--- src/rtl/cbc_pkg.sv ---
package cbc_pkg;

    localparam int BYTE_W = 8;
    localparam int WORD_W = BYTE_W + 1;

    typedef struct packed {
        logic              mark;
        logic [BYTE_W-1:0] payload;
    } link_word_t;

    typedef enum logic [1:0] {
        PH_IDLE = 2'd0,
        PH_ADDR = 2'd1,
        PH_DATA = 2'd2
    } phase_t;

    function automatic link_word_t addr_word(input logic [BYTE_W-1:0] base,
                                             input int unsigned idx);
        link_word_t w;
        w.mark    = 1'b1;
        w.payload = base + BYTE_W'(idx);
        return w;
    endfunction

    function automatic link_word_t data_word(input logic [BYTE_W-1:0] cmd);
        link_word_t w;
        w.mark    = 1'b0;
        w.payload = cmd;
        return w;
    endfunction

endpackage

--- src/rtl/cbc_cmd_store.sv ---
module cbc_cmd_store
    import cbc_pkg::*;
#(
    parameter int NODES = 4,
    localparam int IDX_W = (NODES > 1) ? $clog2(NODES) : 1
) (
    input  logic                    clk,
    input  logic                    rst,
    input  logic                    load,
    input  logic [NODES*BYTE_W-1:0] cmd_flat,
    input  logic [IDX_W-1:0]        rd_idx,
    output logic [BYTE_W-1:0]       rd_cmd
);

    logic [BYTE_W-1:0] slot_q [NODES];

    for (genvar g = 0; g < NODES; g++) begin : g_slot
        always_ff @(posedge clk) begin
            if (rst) begin
                slot_q[g] <= '0;
            end else if (load) begin
                slot_q[g] <= cmd_flat[g*BYTE_W +: BYTE_W];
            end
        end
    end

    always_comb begin
        rd_cmd = '0;
        for (int i = 0; i < NODES; i++) begin
            if (rd_idx == IDX_W'(i)) begin
                rd_cmd = slot_q[i];
            end
        end
    end

endmodule

--- src/rtl/cbc_sequencer.sv ---
module cbc_sequencer
    import cbc_pkg::*;
#(
    parameter int NODES = 4,
    localparam int IDX_W = (NODES > 1) ? $clog2(NODES) : 1
) (
    input  logic             clk,
    input  logic             rst,
    input  logic             start,
    input  logic             accept,
    output phase_t           phase,
    output logic [IDX_W-1:0] idx,
    output logic             load,
    output logic             done
);

    localparam logic [IDX_W-1:0] LAST_IDX = IDX_W'(NODES - 1);

    phase_t           phase_q, phase_d;
    logic [IDX_W-1:0] idx_q, idx_d;
    logic             done_q, done_d;

    always_comb begin
        phase_d = phase_q;
        idx_d   = idx_q;
        done_d  = 1'b0;
        load    = 1'b0;
        unique case (phase_q)
            PH_IDLE: begin
                if (start) begin
                    load    = 1'b1;
                    idx_d   = '0;
                    phase_d = PH_ADDR;
                end
            end
            PH_ADDR: begin
                if (accept) begin
                    phase_d = PH_DATA;
                end
            end
            PH_DATA: begin
                if (accept) begin
                    if (idx_q == LAST_IDX) begin
                        phase_d = PH_IDLE;
                        done_d  = 1'b1;
                    end else begin
                        idx_d   = idx_q + 1'b1;
                        phase_d = PH_ADDR;
                    end
                end
            end
            default: phase_d = PH_IDLE;
        endcase
    end

    always_ff @(posedge clk) begin
        if (rst) begin
            phase_q <= PH_IDLE;
            idx_q   <= '0;
            done_q  <= 1'b0;
        end else begin
            phase_q <= phase_d;
            idx_q   <= idx_d;
            done_q  <= done_d;
        end
    end

    assign phase = phase_q;
    assign idx   = idx_q;
    assign done  = done_q;

endmodule

--- src/rtl/cbc_word_mux.sv ---
module cbc_word_mux
    import cbc_pkg::*;
#(
    parameter int               NODES     = 4,
    parameter logic [BYTE_W-1:0] BASE_ADDR = 8'h10,
    localparam int IDX_W = (NODES > 1) ? $clog2(NODES) : 1
) (
    input  phase_t            phase,
    input  logic [IDX_W-1:0]  idx,
    input  logic [BYTE_W-1:0] cmd,
    output logic              valid,
    output link_word_t        word
);

    always_comb begin
        valid = 1'b0;
        word  = '0;
        unique case (phase)
            PH_ADDR: begin
                valid = 1'b1;
                word  = addr_word(BASE_ADDR, int'(idx));
            end
            PH_DATA: begin
                valid = 1'b1;
                word  = data_word(cmd);
            end
            default: begin
                valid = 1'b0;
                word  = '0;
            end
        endcase
    end

endmodule

--- src/rtl/cbc_broadcaster.sv ---
module cbc_broadcaster
    import cbc_pkg::*;
#(
    parameter int               NODES     = 4,
    parameter logic [BYTE_W-1:0] BASE_ADDR = 8'h10
) (
    input  logic                    clk,
    input  logic                    rst,
    input  logic                    start_i,
    input  logic [NODES*BYTE_W-1:0] cmd_bytes_i,
    output logic                    busy_o,
    output logic                    done_o,
    output logic                    tx_valid_o,
    input  logic                    tx_ready_i,
    output logic [WORD_W-1:0]       tx_word_o
);

    localparam int IDX_W = (NODES > 1) ? $clog2(NODES) : 1;

    phase_t            phase;
    logic [IDX_W-1:0]  idx;
    logic              load;
    logic [BYTE_W-1:0] cur_cmd;
    logic              valid;
    link_word_t        word;

    cbc_sequencer #(.NODES(NODES)) u_seq (
        .clk    (clk),
        .rst    (rst),
        .start  (start_i),
        .accept (valid && tx_ready_i),
        .phase  (phase),
        .idx    (idx),
        .load   (load),
        .done   (done_o)
    );

    cbc_cmd_store #(.NODES(NODES)) u_store (
        .clk      (clk),
        .rst      (rst),
        .load     (load),
        .cmd_flat (cmd_bytes_i),
        .rd_idx   (idx),
        .rd_cmd   (cur_cmd)
    );

    cbc_word_mux #(.NODES(NODES), .BASE_ADDR(BASE_ADDR)) u_mux (
        .phase (phase),
        .idx   (idx),
        .cmd   (cur_cmd),
        .valid (valid),
        .word  (word)
    );

    assign busy_o     = (phase != PH_IDLE);
    assign tx_valid_o = valid;
    assign tx_word_o  = word;

endmodule

--- config.mk ---
export PLATFORM = sky130hd
export DESIGN_NAME = cbc_broadcaster
export DESIGN_NICKNAME = d
export VERILOG_FILES = /design/src/rtl/cbc_pkg.sv /design/src/rtl/cbc_cmd_store.sv /design/src/rtl/cbc_sequencer.sv /design/src/rtl/cbc_word_mux.sv /design/src/rtl/cbc_broadcaster.sv
export SDC_FILE = /design/constraint.sdc
export NUM_CORES = 1
export LEC_CHECK = 0
export CORE_ASPECT_RATIO = 1.4
export CORE_MARGIN = 3
export CORE_UTILIZATION = 39
export CTS_CLUSTER_DIAMETER = 50
export DETAILED_ROUTE_END_ITERATION = 7
export PLACE_DENSITY = 0.68
export SKIP_CTS_REPAIR_TIMING = 1
export SLEW_MARGIN = 25
export SYNTH_ARGS = -nofsm -noshare
export SYNTH_HDL_FRONTEND = slang
export SYNTH_SLANG_ARGS = --single-unit
export TNS_END_PERCENT = 30
--- constraint.sdc ---
create_clock -name clk -period 1.8 [get_ports clk]
set_input_delay 0.18 -clock clk [delete_from_list [all_inputs] [get_ports clk]]
set_output_delay 0.18 -clock clk [all_outputs]
set_load 0.02 [all_outputs]
Word level (Yosys, flattened, before mapping)
Memory sizes are Yosys's and may differ from the RTL's.
Cells that the tools add are included.
{"block": "word_totals", "elab_cells": 57, "register_bits": 5, "ramBits": 32, "out_inout_bits": 12, "input_bits": 36, "memories": 1}
{"block": "classes", "mux": 27, "n_addsub": 2, "eq_ne": 9, "reduce_logical": 9, "bitwise": 6}
{"name": "u_store.slot_q", "depth": 4, "width": 8, "read_ports": 4, "rd_ports_with_merged_regs": 0, "wr": 4, "line": "cbc_cmd_store.sv:15", "rtl": "logic [BYTE_W-1:0] slot_q [NODES];"}
{"op": "two-way mux 8 bit", "count": 8}
{"op": "case mux 9 bit (2 select lines)", "count": 1}
{"op": "two-way mux 2 bit", "count": 6}
{"op": "two-way mux 1 bit", "count": 10}
{"op": "!= test 2 bit, second input constant", "count": 4}
{"op": "adder 5 x 2 -> 6 bit, first input constant", "count": 1}
{"op": "equality test 2 bit, second input constant", "count": 3}
{"op": "case mux 2 bit (3 select lines)", "count": 1}
{"op": "equality test 2 x 1 -> 1 bit, second input constant", "count": 2}
{"op": "logical NOT 2 bit", "count": 2}
{"op": "OR 1 bit", "count": 4}
{"op": "case mux 2 bit (2 select lines)", "count": 1}
{"op": "AND reduction 4 bit", "count": 1}
{"op": "nonzero test 2 bit", "count": 2}
{"op": "AND reduction 3 bit", "count": 1}
{"op": "OR reduction 3 bit", "count": 1}
{"op": "adder 2 x 1 -> 2 bit, second input constant", "count": 1}
{"op": "NOT 1 bit", "count": 2}
{"op": "OR reduction 2 bit", "count": 1}
{"op": "logical AND 1 bit", "count": 1}

Logic depth before layout (Yosys ltp)
{"block": "depth", "word_depth": 6, "ltp_mapped": 7, "ltp_nobuf": 5}

By module
A second synthesis with hierarchy kept.
{"block": "hier_totals", "cells_unflattened": 126, "area_unflattened_um2": 1843.0}
{"mod": "cbc_cmd_store", "cells_each": 81, "area_per_inst_um2": 1466.4, "instances": 1, "seq_area_each_um2": 960.9}
{"mod": "cbc_sequencer", "cells_each": 26, "area_per_inst_um2": 246.5, "instances": 1, "seq_area_each_um2": 100.1}
{"mod": "cbc_word_mux", "cells_each": 17, "area_per_inst_um2": 117.6, "instances": 1, "seq_area_each_um2": 0.0}
{"mod": "cbc_broadcaster", "cells_each": 2, "area_per_inst_um2": 12.5, "instances": 1, "seq_area_each_um2": 0.0}

Least setup slack after synthesis
No wires, ideal clock.
{"block": "synth_path", "path_type": "reg2reg", "start": "register u_seq.phase_q[0], in the netlist u_seq.phase[0]", "end": "memory u_store.slot_q[0][0] (enable)", "setup_time_ns": 0.389, "period_less_slack_ns": 1.836, "n_path_buf": 0, "slack_ns": -0.036, "t_arrival_ns": 1.446, "path_stages_with_launch": 5, "required_time_ns": 1.411, "path_cell_list": "dfxtp_1 > inv_1 > ha_1 > nand2_1 > nand2_1"}
{"item": "start, declared", "line": "cbc_sequencer.sv:19", "rtl": "phase_t phase_q, phase_d;"}
{"item": "start signal, assigned", "line": "cbc_sequencer.sv:62", "rtl": "phase_q <= phase_d;"}
{"item": "end, declared", "line": "cbc_cmd_store.sv:15"}

Final worst setup path
{"block": "layout_path", "start": "register u_seq.idx_q[0], in the netlist u_seq.idx[0]", "end": "output port tx_word_o[2]"}
{"block": "layout_between", "elab_chain_cells": 6, "word_cells_on_any_way": 10, "cone_classes": "1 x add/sub; 3 x eq/ne; 5 x mux; 1 x reduce/logical"}
{"item": "start, declared", "line": "cbc_sequencer.sv:20", "rtl": "logic [IDX_W-1:0] idx_q, idx_d;"}
{"item": "start signal, assigned", "line": "cbc_sequencer.sv:63", "rtl": "idx_q <= idx_d;"}
{"item": "logical NOT 2 bit", "line": "cbc_cmd_store.sv:30", "rtl": "if (rd_idx == IDX_W'(i)) begin"}
{"item": "two-way mux 8 bit (4 in a row)", "line": "cbc_cmd_store.sv:30"}
{"item": "case mux 9 bit (2 select lines) (*)", "line": "cbc_word_mux.sv:18", "rtl": "unique case (phase)"}
{"item": "end, declared", "line": "cbc_broadcaster.sv:15", "rtl": "output logic [WORD_W-1:0] tx_word_o"}
Mark *: on every way between the ends. The rest lies on a longest branch, timed or not.

==> metrics.md <==
| Metric | Value |
|---|---|
| Part of the cycle the worst path needs | `103%` |
| Area Growth Syn to Fin | `38.9%` |
| Pwr/cell area | `1060 mW/mm²` |
| Fraction of layout cells with a size suffix above 1 | `23.5%` |
| Design area | `0.00267 mm²` |
| #FFs+latches synth | `37` |
| Slew Limit Headroom | `81.8%` |
| Initial Util | `41.4%` |
| Register clock-pin slew on the reported worst setup and hold paths | `0.07 ns` |
| Vias in the first global route | `1459` |
| Synth top area share | `50.0%` |
| Number of synthesized flops with an enable pin | `32` |
| Vias per cell | `4.89` |
| Pint | `1.96 mW` |
| Commonest cells in the netlist | `32 x and2_1, 32 x edfxtp_1, 14 x nand2_1` |
| CP Capture Type | `primary output` |
| Sequential element share of the synthesized area | `55.2%` |
| Largest cells by area after synthesis | `edfxtp_1 50%, and2_1 10%, a221oi_2 5.5%` |
| Worst path top cell family by delay | `flip-flops` |
| CTS max path bufs | `2` |
| DP Area | `0.00253 mm²` |
| Setup Skew | `0.00602 ns` |
| DRT Wirelength | `4000 µm` |
| Pin count of the biggest net entering global routing | `33` |
| Failing checks | `setup timing` |
| DP HPWL | `2990 µm` |
| MaxCap Viol Count | `0` |
| Pwr Total | `2.84 mW` |
| Fillers | `433` |
| Initial antenna violation count | `0` |
| First-pass GRT wire length | `6480 µm` |
| Die H | `89.0 µm` |
| Synth Cell Area | `0.00192 mm²` |
| Cell count after placement | `274` |
| Mapped Avg Cell Area | `12.1 µm²` |
| Vias | `1384` |
| CTS tree | `built` |
| Worst-path maximum fanout | `5` |
| Status | `finished, violations left` |
| Dpl ws | `-0.293 ns` |
| Root Buffer | `clkbuf_8` |
| Die Span X | `65.3 µm` |
| FMAX | `537 MHz` |
| Gr usage total | `14.9%` |
| Setup ws final | `-0.0623 ns` |
| Worst-margin pin slew | `0.273 ns` |
| Worst VDD drop | `0.597 mV` |
| # rows | `29` |
| DR iter-0 viols | `59` |
| Clock power frac | `18.8%` |
| CTS H-tree depth | `2` |
| Yosys Warn Count | `0` |
| Hold Violations, Final | `0` |
| Detailed Routing Iterations Pass 1 | `4` |
| Max stage delay on crit path | `0.38 ns` |
| CP max-delay cell | `dfxtp_4` |
| Comb power frac | `37.2%` |
| Net load switching power | `0.879 mW` |
| Fin. max-slew vios | `0` |
| Metal-1 WL | `1530 µm` |
| RSZ-0062 raised after global routing | `true` |
| Count of final setup violators | `7` |
| Die Footprint | `0.00581 mm²` |
| Count of cell types in the netlist | `28` |
| Crit path cell chain | `inv_2 -> ha_2 -> nor2b_4 -> buf_6 -> a221oi_2 -> o21ai_1 -> buf_4` |
| Crit path kind | `reg2out` |
| CTS buffer count | `5` |
| I/O pin total | `48` |
| Core outline area | `0.00464 mm²` |
| Antenna-violating nets left | `0` |
| LEAKAGE | `1.07 nW` |
| Required time worst endpoint | `1.62 ns` |
| Synthesized netlist cell count | `159` |
| CP bufs+invs | `3` |
| ANT cells | `0` |
| Routed len/inst | `14.1 µm` |
| Fin nets | `264` |
| GR Overflow Total | `0` |
| Non-Filler Instances | `283` |
| DR WL met3 | `270 µm` |
| Async set-or-reset flop fraction in the synthesized netlist | `0%` |
| Clock sink total | `37` |
| Residual DRC | `0` |
| Final Util | `57.4%` |
| Synthesized Nets | `203` |
| Yosys top cell by area | `edfxtp_1` |
| Min-delay worst type | `reg2reg` |
| WP data arrival | `1.68 ns` |
| Sequential share of power | `44.1%` |
| Post-synth top flop | `edfxtp_1` |
| Top Layer Used | `met4` |
| Fin crit period | `1.86 ns` |
| DR WL met2 | `2090 µm` |
| Placer Congestion | `0.858` |
| Crit path launch type | `register` |
| # port buffers | `47` |
| Clk Latency, worst-skew pair | `0.28 ns` |
| Sw Share | `30.9%` |
## through the flow
stage / hold slack, ns / TNS [ns]
after CTS: 0.528 / -4.76
final: 0.520 / -0.333
after global placement: 0.504 / -1.69
after floorplan: 0.256 / 0
after global routing: 0.547 / -1.06
after detailed placement: 0.536 / -1.89
## power by group through the flow
| stage | Clock (mW) | Combinational [mW] | Sequential [mW] |
|---|---|---|---|
| 2_1_floorplan | 0 | 0.618 | 1.23 |
| 3_3_place_gp | 0 | 0.973 | 1.25 |
| 3_5_place_dp | 0 | 0.998 | 1.25 |
| 4_1_cts | 0.549 | 1.00 | 1.23 |
| 5_1_grt | 0.594 | 1.15 | 1.27 |
| 6_report | 0.533 | 1.06 | 1.25 |
## layout by cell type (no fill, tap or decap), types with 2 or more instances in the layout
cell	instances
clkdlybuf4s50_1	37
buf_4	18
mux2i_1	4
a21oi_1	2
clkinv_1	2
and3_1	2
buf_12	2
inv_1	7
nand2b_1	3
a221oi_4	3
nand2_1	13
dfxtp_2	3
ha_1	5
ha_2	2
o21ai_0	7
clkbuf_8	5
buf_6	2
nand3_1	3
a221oi_2	4
o21ai_1	10
a32o_1	2
and2_1	32
edfxtp_1	32
dlymetal6s2s_1	2
## area by class of cell
cell class                 count  area [µm²]  area share, %
clock buffer                   5        68.8           2.58
clock inverter                 3        12.5          0.469
multi-input combinational    105         807           30.3
timing repair buffer          63         603           22.6
tap                           62        77.6           2.91
sequential                    37        1070           40.1
inverter                       8        30.0           1.13
## logic make-up after synthesis
logic type / synth area share (%)
buf+inv: 5.80
mux: 2.08
flops: 55.2
simple gates: 18.1
compound gates: 13.6
fa+ha+maj: 5.21
## worst min-delay path, delay by kind of cell, from the launching register on
| family | cells | cell delay [ns] |
|---|---|---|
| and+or+nand+nor | 1 | 0.06 |
| muxes | 1 | 0.06 |
| DFF | 1 | 0.36 |
## state kept, by name, summed over array words and instances, names as in the netlist
register and cells:
u_seq.done 1, u_seq.idx 2, u_seq.phase 2, u_store.slot_q 32
## routing by layer
layer | up-vias | global-route usage [%]
met5 | - | 0
met4 | 0 | 6.98
met3 | 11 | 4.15
met2 | 52 | 26.5
met1 | 638 | 16.3
li1 | 683 | -
## final timing paths
check	startpoint	endpoint	slack (ns)	cells after the start
worst max-delay path	u_seq.idx[0]$_SDFFE_PP0P_	tx_word_o[2]	-0.06	7
worst min-delay path	u_seq.idx[0]$_SDFFE_PP0P_	u_seq.idx[0]$_SDFFE_PP0P_	0.52	2
worst max register to register	u_seq.phase[1]$_SDFFE_PP0P_	u_seq.phase[1]$_SDFFE_PP0P_	0.22	7
worst min register to register	u_seq.idx[0]$_SDFFE_PP0P_	u_seq.idx[0]$_SDFFE_PP0P_	0.52	2
(Power assumes the default switching activity.)
